$ cat src/rtl/optsel_pkg.sv
`timescale 1ns/1ps
package optsel_pkg;

    typedef enum logic [0:0] {
        CARD_OFF = 1'b0,
        CARD_ON  = 1'b1
    } card_state_e;

    typedef enum logic [2:0] {
        RGN_NONE = 3'd0,
        RGN_RAM  = 3'd1,
        RGN_PROM = 3'd2,
        RGN_DATA = 3'd3,
        RGN_STAT = 3'd4,
        RGN_CMD  = 3'd5
    } region_e;

    localparam int NUM_SEL = 5;

    localparam logic [2:0] OFS_ID_LO = 3'd0;
    localparam logic [2:0] OFS_ID_HI = 3'd1;
    localparam logic [2:0] OFS_CTRL  = 3'd2;
    localparam logic [2:0] OFS_BASE  = 3'd3;
    localparam logic [2:0] OFS_IRQ   = 3'd4;

    localparam logic [7:0] RD_IDLE = 8'hFF;

endpackage

$ cat src/rtl/optsel_regs.sv
`timescale 1ns/1ps
module optsel_regs
    import optsel_pkg::*;
#(
    parameter int         IO_AW  = 10,
    parameter int         BASE_W = 6,
    parameter logic [7:0] ID_LO  = 8'hFD,
    parameter logic [7:0] ID_HI  = 8'h6A
) (
    input  logic                   clk,
    input  logic                   rst_n,
    input  logic [IO_AW-1:0]       io_addr,
    input  logic [IO_AW-4:0]       io_base_sw,
    input  logic                   io_wr,
    input  logic [7:0]             io_wdata,
    output logic [7:0]             io_rdata,
    output logic                   card_en,
    output logic                   boot_rom_en,
    output logic [BASE_W-1:0]      win_base,
    output logic [3:0]             irq_line
);

    localparam int PORT_BITS = 3;

    card_state_e         state_q, state_d;
    logic                eprom_off_q;
    logic [BASE_W-1:0]   base_q;
    logic [1:0]          irq_code_q;
    logic                bank_hit;
    logic [2:0]          ofs;
    logic                wr_ctrl, wr_base, wr_irq;

    assign bank_hit = (io_addr[IO_AW-1:PORT_BITS] == io_base_sw);
    assign ofs      = io_addr[PORT_BITS-1:0];
    assign wr_ctrl  = io_wr && bank_hit && (ofs == OFS_CTRL);
    assign wr_base  = io_wr && bank_hit && (ofs == OFS_BASE);
    assign wr_irq   = io_wr && bank_hit && (ofs == OFS_IRQ);

    // state register
    always_ff @(posedge clk) begin
        if (!rst_n) state_q <= CARD_OFF;
        else        state_q <= state_d;
    end

    // transitions: ENABLE, DISABLE, HOLD
    always_comb begin
        state_d = state_q;
        unique case (state_q)
            CARD_OFF: if (wr_ctrl && io_wdata[0])  state_d = CARD_ON;
            CARD_ON:  if (wr_ctrl && !io_wdata[0]) state_d = CARD_OFF;
            default:  state_d = CARD_OFF;
        endcase
    end

    // outputs of the state machine
    always_comb begin
        card_en = 1'b0;
        unique case (state_q)
            CARD_OFF: card_en = 1'b0;
            CARD_ON:  card_en = 1'b1;
            default:  card_en = 1'b0;
        endcase
    end

    always_ff @(posedge clk) begin
        if (!rst_n) begin
            eprom_off_q <= 1'b0;
            base_q      <= '0;
            irq_code_q  <= 2'd0;
        end else begin
            if (wr_ctrl) eprom_off_q <= io_wdata[1];
            if (wr_base) base_q      <= io_wdata[BASE_W-1:0];
            if (wr_irq)  irq_code_q  <= io_wdata[1:0];
        end
    end

    assign boot_rom_en = ~eprom_off_q;
    assign win_base    = base_q;

    always_comb begin
        unique case (irq_code_q)
            2'd0: irq_line = 4'd3;
            2'd1: irq_line = 4'd5;
            2'd2: irq_line = 4'd9;
            2'd3: irq_line = 4'd11;
            default: irq_line = 4'd3;
        endcase
    end

    always_comb begin
        io_rdata = RD_IDLE;
        if (bank_hit) begin
            unique case (ofs)
                OFS_ID_LO: io_rdata = ID_LO;
                OFS_ID_HI: io_rdata = ID_HI;
                OFS_CTRL:  io_rdata = {6'b0, eprom_off_q, card_en};
                OFS_BASE:  io_rdata = {{(8-BASE_W){1'b0}}, base_q};
                OFS_IRQ:   io_rdata = {6'b0, irq_code_q};
                default:   io_rdata = RD_IDLE;
            endcase
        end
    end

endmodule

$ cat src/rtl/optsel_decode.sv
`timescale 1ns/1ps
module optsel_decode
    import optsel_pkg::*;
#(
    parameter int MEM_AW    = 20,
    parameter int WIN_AW    = 14,
    parameter int RAM_BYTES = 16320,
    parameter int PROM_BYTES = 32,
    parameter int RSV_BYTES = 16,
    localparam int BASE_W   = MEM_AW - WIN_AW
) (
    input  logic [MEM_AW-1:0] mem_addr,
    input  logic [BASE_W-1:0] win_base,
    input  logic              card_en,
    output logic [NUM_SEL-1:0] sel_vec
);

    localparam logic [WIN_AW-1:0] PROM_LO = WIN_AW'(RAM_BYTES);
    localparam logic [WIN_AW-1:0] PROM_HI = WIN_AW'(RAM_BYTES + PROM_BYTES);
    localparam logic [WIN_AW-1:0] DATA_LO = WIN_AW'(RAM_BYTES + PROM_BYTES + RSV_BYTES);
    localparam logic [WIN_AW-1:0] DATA_HI = WIN_AW'(RAM_BYTES + PROM_BYTES + RSV_BYTES + 1);
    localparam logic [WIN_AW-1:0] STAT_AD = WIN_AW'(RAM_BYTES + PROM_BYTES + RSV_BYTES + 2);
    localparam logic [WIN_AW-1:0] CMD_AD  = WIN_AW'(RAM_BYTES + PROM_BYTES + RSV_BYTES + 3);

    logic              win_hit;
    logic [WIN_AW-1:0] wofs;
    region_e           rgn;

    assign win_hit = card_en && (mem_addr[MEM_AW-1:WIN_AW] == win_base);
    assign wofs    = mem_addr[WIN_AW-1:0];

    always_comb begin
        rgn = RGN_NONE;
        if (win_hit) begin
            if (wofs < PROM_LO)                         rgn = RGN_RAM;
            else if (wofs < PROM_HI && !wofs[0])        rgn = RGN_PROM;
            else if (wofs == DATA_LO || wofs == DATA_HI) rgn = RGN_DATA;
            else if (wofs == STAT_AD)                   rgn = RGN_STAT;
            else if (wofs == CMD_AD)                    rgn = RGN_CMD;
        end
    end

    for (genvar g = 0; g < NUM_SEL; g++) begin : g_sel
        assign sel_vec[g] = (rgn == region_e'(g + 1));
    end

endmodule

$ cat src/rtl/optsel_top.sv
`timescale 1ns/1ps
module optsel_top
    import optsel_pkg::*;
(
    input  logic        clk,
    input  logic        rst_n,
    input  logic [9:0]  io_addr,
    input  logic [6:0]  io_base_sw,
    input  logic        io_wr,
    input  logic [7:0]  io_wdata,
    output logic [7:0]  io_rdata,
    input  logic [19:0] mem_addr,
    output logic        sel_ram,
    output logic        sel_prom,
    output logic        sel_data,
    output logic        sel_stat,
    output logic        sel_cmd,
    output logic        boot_rom_en,
    output logic [3:0]  irq_line
);

    localparam int IO_AW  = 10;
    localparam int MEM_AW = 20;
    localparam int WIN_AW = 14;
    localparam int BASE_W = MEM_AW - WIN_AW;

    logic              card_en;
    logic [BASE_W-1:0] win_base;
    logic [NUM_SEL-1:0] sel_vec;

    optsel_regs #(.IO_AW(IO_AW), .BASE_W(BASE_W)) u_regs (
        .clk(clk), .rst_n(rst_n), .io_addr(io_addr), .io_base_sw(io_base_sw),
        .io_wr(io_wr), .io_wdata(io_wdata), .io_rdata(io_rdata),
        .card_en(card_en), .boot_rom_en(boot_rom_en),
        .win_base(win_base), .irq_line(irq_line)
    );

    optsel_decode #(.MEM_AW(MEM_AW), .WIN_AW(WIN_AW)) u_dec (
        .mem_addr(mem_addr), .win_base(win_base), .card_en(card_en),
        .sel_vec(sel_vec)
    );

    assign sel_ram  = sel_vec[0];
    assign sel_prom = sel_vec[1];
    assign sel_data = sel_vec[2];
    assign sel_stat = sel_vec[3];
    assign sel_cmd  = sel_vec[4];

endmodule

$ cat config.mk
export PLATFORM = sky130hd
export DESIGN_NAME = optsel_top
export DESIGN_NICKNAME = d
export VERILOG_FILES = /design/src/rtl/optsel_pkg.sv /design/src/rtl/optsel_regs.sv /design/src/rtl/optsel_decode.sv /design/src/rtl/optsel_top.sv
export SDC_FILE = /design/constraint.sdc
export NUM_CORES = 1
export LEC_CHECK = 0
export BUFFER_PORTS_ARGS = -buffer_cell sky130_fd_sc_hd__buf_2
export CAP_MARGIN = 15
export CORE_ASPECT_RATIO = 1.4
export CORE_MARGIN = 2
export CORE_UTILIZATION = 41
export CTS_CLUSTER_DIAMETER = 80
export CTS_CLUSTER_SIZE = 10
export DETAILED_ROUTE_END_ITERATION = 6
export PLACE_DENSITY = 0.81
export SLEW_MARGIN = 30
export SYNTH_ARGS = -nofsm -noshare
export SYNTH_HDL_FRONTEND = slang
export SYNTH_HIERARCHICAL = 1
export SYNTH_SLANG_ARGS = --single-unit
$ cat constraint.sdc
create_clock -name clk -period 1.4 [get_ports clk]
set_clock_uncertainty 0.15 [all_clocks]
set_input_delay 0.07 -clock clk [delete_from_list [all_inputs] [get_ports clk]]
set_output_delay 0.07 -clock clk [all_outputs]
set_load 0.01 [all_outputs]
==> results.md <==
- Vert. Die Dim: 60.7 um
- Via density: 5.63
- Ant. Diodes: 0
- Synth Cell Area: 941 um^2
- GR Util met3: 1.79%
- H-tree levels: 1
- Most frequent cells in the layout: 62 x buf_2, 14 x nand4_1, 12 x buf_4, 12 x a21oi_1, 10 x o31ai_1
- Hold WC Path Type: primary input to flop
- Boundary Pins: 66
- Largest net degree at the start of global routing: 12
- Comb pwr share: 30.0%
- Post-synthesis compound-gate area fraction: 22.2%
- RD Place Congestion: 0.868
- PwrDens: 493 nW/um^2
- Fmax: 0.591 GHz
- GRT Total Usage: 23.5%
- Clk_lat worst skew: 260 ps
- R2R cell count: 3
- Distinct cell type count after synthesis: 37
- TritonCTS clock tree: yes
- Wire length per cell: 14.3 um
- Final net count: 250
- Slowest cell on crit path: dfxtp_2
- Flop-to-flop setup slack: 490 ps
- Post-synthesis adder-cell area fraction: 5.32%
- Final instance area: 1570 um^2
- Status: complete, but fails checks
- Min Tclk post-route: 1690 ps
- Peak VDD IR: 0.000355 V
- Detailed Routing Iterations Pass 1: 4
- Initial antenna violation count: 0
- CTS max path bufs: 2
- Clock power frac: 33.7%
- Yosys warning total: 6
- CTS buffer count: 3
- Drt first-iter violations: 45
- Final setup vio count: 6
- CP Capture Type: primary output
- Mux contribution to synthesized area: 1.20%
- Port buffer count: 62
- Critical path required time: 1180 ps
- M2 GR Usage: 45.8%
- Reg2reg start: u_regs/win_base[4]
- Core area: 2180 um^2
- Switching Share: 28.1%
- Pre-CTS WS: -58.1 ps
- Vias: 1233
- Area after DPL: 1290 um^2
- Top_reg_cell synth: dfxtp_1
- Die area: 2700 um^2
- Fin crit share: 121%
- GR Util met1: 24.1%
- Static Leak: 0.649 nW
- Final WL: 3140 um
- # DRC: 0
- Fin util: 71.9%
- Die width: 44.5 um
- CP max FO: 5
- Commonest non-fill, non-tap cell in the layout: buf_2
- Critical-path cell list: xnor2_2 -> nand4_1 -> buf_4 -> nor3b_2 -> buf_2
- Max incr delay on CP: 340 ps
- Syn avg cell area: 7.91 um^2
- Dpl hpwl: 2250 um
- RR Endpoint: u_regs/win_base[4]
- Starting Density: 43.2%
- Max-cap viol count: 0
- Post-detailed-route count of antenna-violating nets: 0
- Share of flip-flops with an asynchronous set or reset: 0%
- Startpoint types: flop
- RSZ-0062 raised after global routing: true
- Post-Synth Simple-Gate Area: 30.9%
- Reg clk slew, reported paths: 70 ps
- Slack of the critical path: -293 ps
- Gr ovfl total: 0
- Sw power: 0.217 mW
- Synth Register Bits: 10
- Cell-internal power: 0.555 mW
- Largest family of logic cells by synthesized area: simple AND/OR/NAND/NOR gates
- First-pass GRT wire length: 4780 um
- Clk sinks: 10
- FP Rows: 20
- Post-Synth XOR/XNOR Area: 12.1%
- Root Driver: clkbuf_4
- Violated checks: setup timing
- Layout cells sized above 1: 56.3%
- Hold path start: rst_n
- Hold Path Sink: u_regs/win_base[3]
- Gr busiest metal: met2
- Max Slew Vio Count: 0
- Seq/Total Area, Yosys: 21.3%
- CP top delay family: simple AND/OR/NAND/NOR gates
- Syn Nets: 171
- Area delta synth->final: 66.4%
- Vias in the first global route: 1217
- CP arrival: 1470 ps
- Kind of critical path: flop to primary output
- Worst Path Buf+Inv: 2
- EDFF count, synth: 0
- Flop pwr share: 36.3%
- Hold Path Stages: 3
- Final Hold Violating Endpoints: 0
- Number of standard cells after synthesis: 119
cell families after synthesis:
logic type,Yosys count
AND/OR/NAND/NOR,46
AO/OA/AOI/OAI,31
XOR/XNOR,13
buffers and inverters,13
flip-flops,10
adder cells (fa/ha/maj),4
other,1
multiplexers,1
power groups by stage:
| stage | sequential [mW] | clock [mW] | combinational [mW] |
|---|---|---|---|
| finish | 0.281 | 0.260 | 0.231 |
| global placement | 0.291 | 0 | 0.183 |
| global route | 0.280 | 0.282 | 0.250 |
| detailed placement | 0.291 | 0 | 0.191 |
| floorplan | 0.291 | 0 | 0.0954 |
| CTS | 0.282 | 0.266 | 0.212 |
routing by layer:
metal | share of wire [%] | up-vias
li1 | - | 603
met1 | 35 | 541
met2 | 55 | 81
met3 | 8.1 | 8
met4 | 1.9 | 0
met5 | 0 | -
synthesized netlist by cell type (4+ instances only):
cell     instances  area share, %
xnor2_1         13             12
ha_1             4            5.3
inv_1            5            2.0
nor2_1           6            2.4
o31ai_1         10            8.0
dfxtp_1         10             21
nor4_1           4            2.7
a21oi_1         12            6.4
nand4_1         14            9.3
worst reg2reg max path, delay by kind of cell (launching register included):
| family | cells | cell delay [ps] |
|---|---|---|
| DFF | 1 | 350 |
| AOI/OAI and AO/OA | 2 | 160 |
| buffers and inverters | 1 | 130 |
through the flow:
stage	power [mW]	instances	setup TNS, ps	hold slack, ps
floorplan	0.387	119	0	74.3
global placement	0.474	203	0	183
detailed placement	0.482	203	-61.6	184
CTS	0.761	218	-1170	4.80
global route	0.812	219	-1860	31.5
finish	0.772	219	-1340	17.6
state kept, by name (all words and copies together), names as in the netlist, named ones only:
register / cells
u_regs/eprom_off_q: 1
u_regs/irq_code_q: 2
u_regs/win_base: 6
what timing repair did:
| item | in CTS | in global routing |
|---|---|---|
| endpoints found under the hold margin | 10 | 0 |
| hold buffers | 6 | 0 |
| resized for setup | 17 | 15 |
| buffers inserted | 5 | 1 |
| pin swaps | 12 | 9 |
| setup endpoints to repair | 8 | 14 |
layout make-up:
| cell class | count | area [um^2] |
|---|---|---|
| Multi-Input combinational cell | 96 | 792 |
| Clock buffer | 4 | 36.3 |
| Timing Repair Buffer | 81 | 472 |
| Tap cell | 22 | 27.5 |
| Sequential cell | 10 | 215 |
| Inverter | 6 | 22.5 |
| Fill cell | 165 | 612 |
worst max path at each step:
stage                  startpoint     endpoint  depth (start not counted)
2_1_floorplan  u_regs/win_base[2]      sel_cmd                          3
3_3_place_gp        io_base_sw[2]  io_rdata[0]                          6
3_5_place_dp        io_base_sw[2]  io_rdata[0]                          6
4_1_cts        u_regs/win_base[5]     sel_stat                          5
5_1_grt        u_regs/win_base[1]      sel_ram                          5
6_report       u_regs/win_base[2]      sel_ram                          5
(Power assumes the default switching activity.)
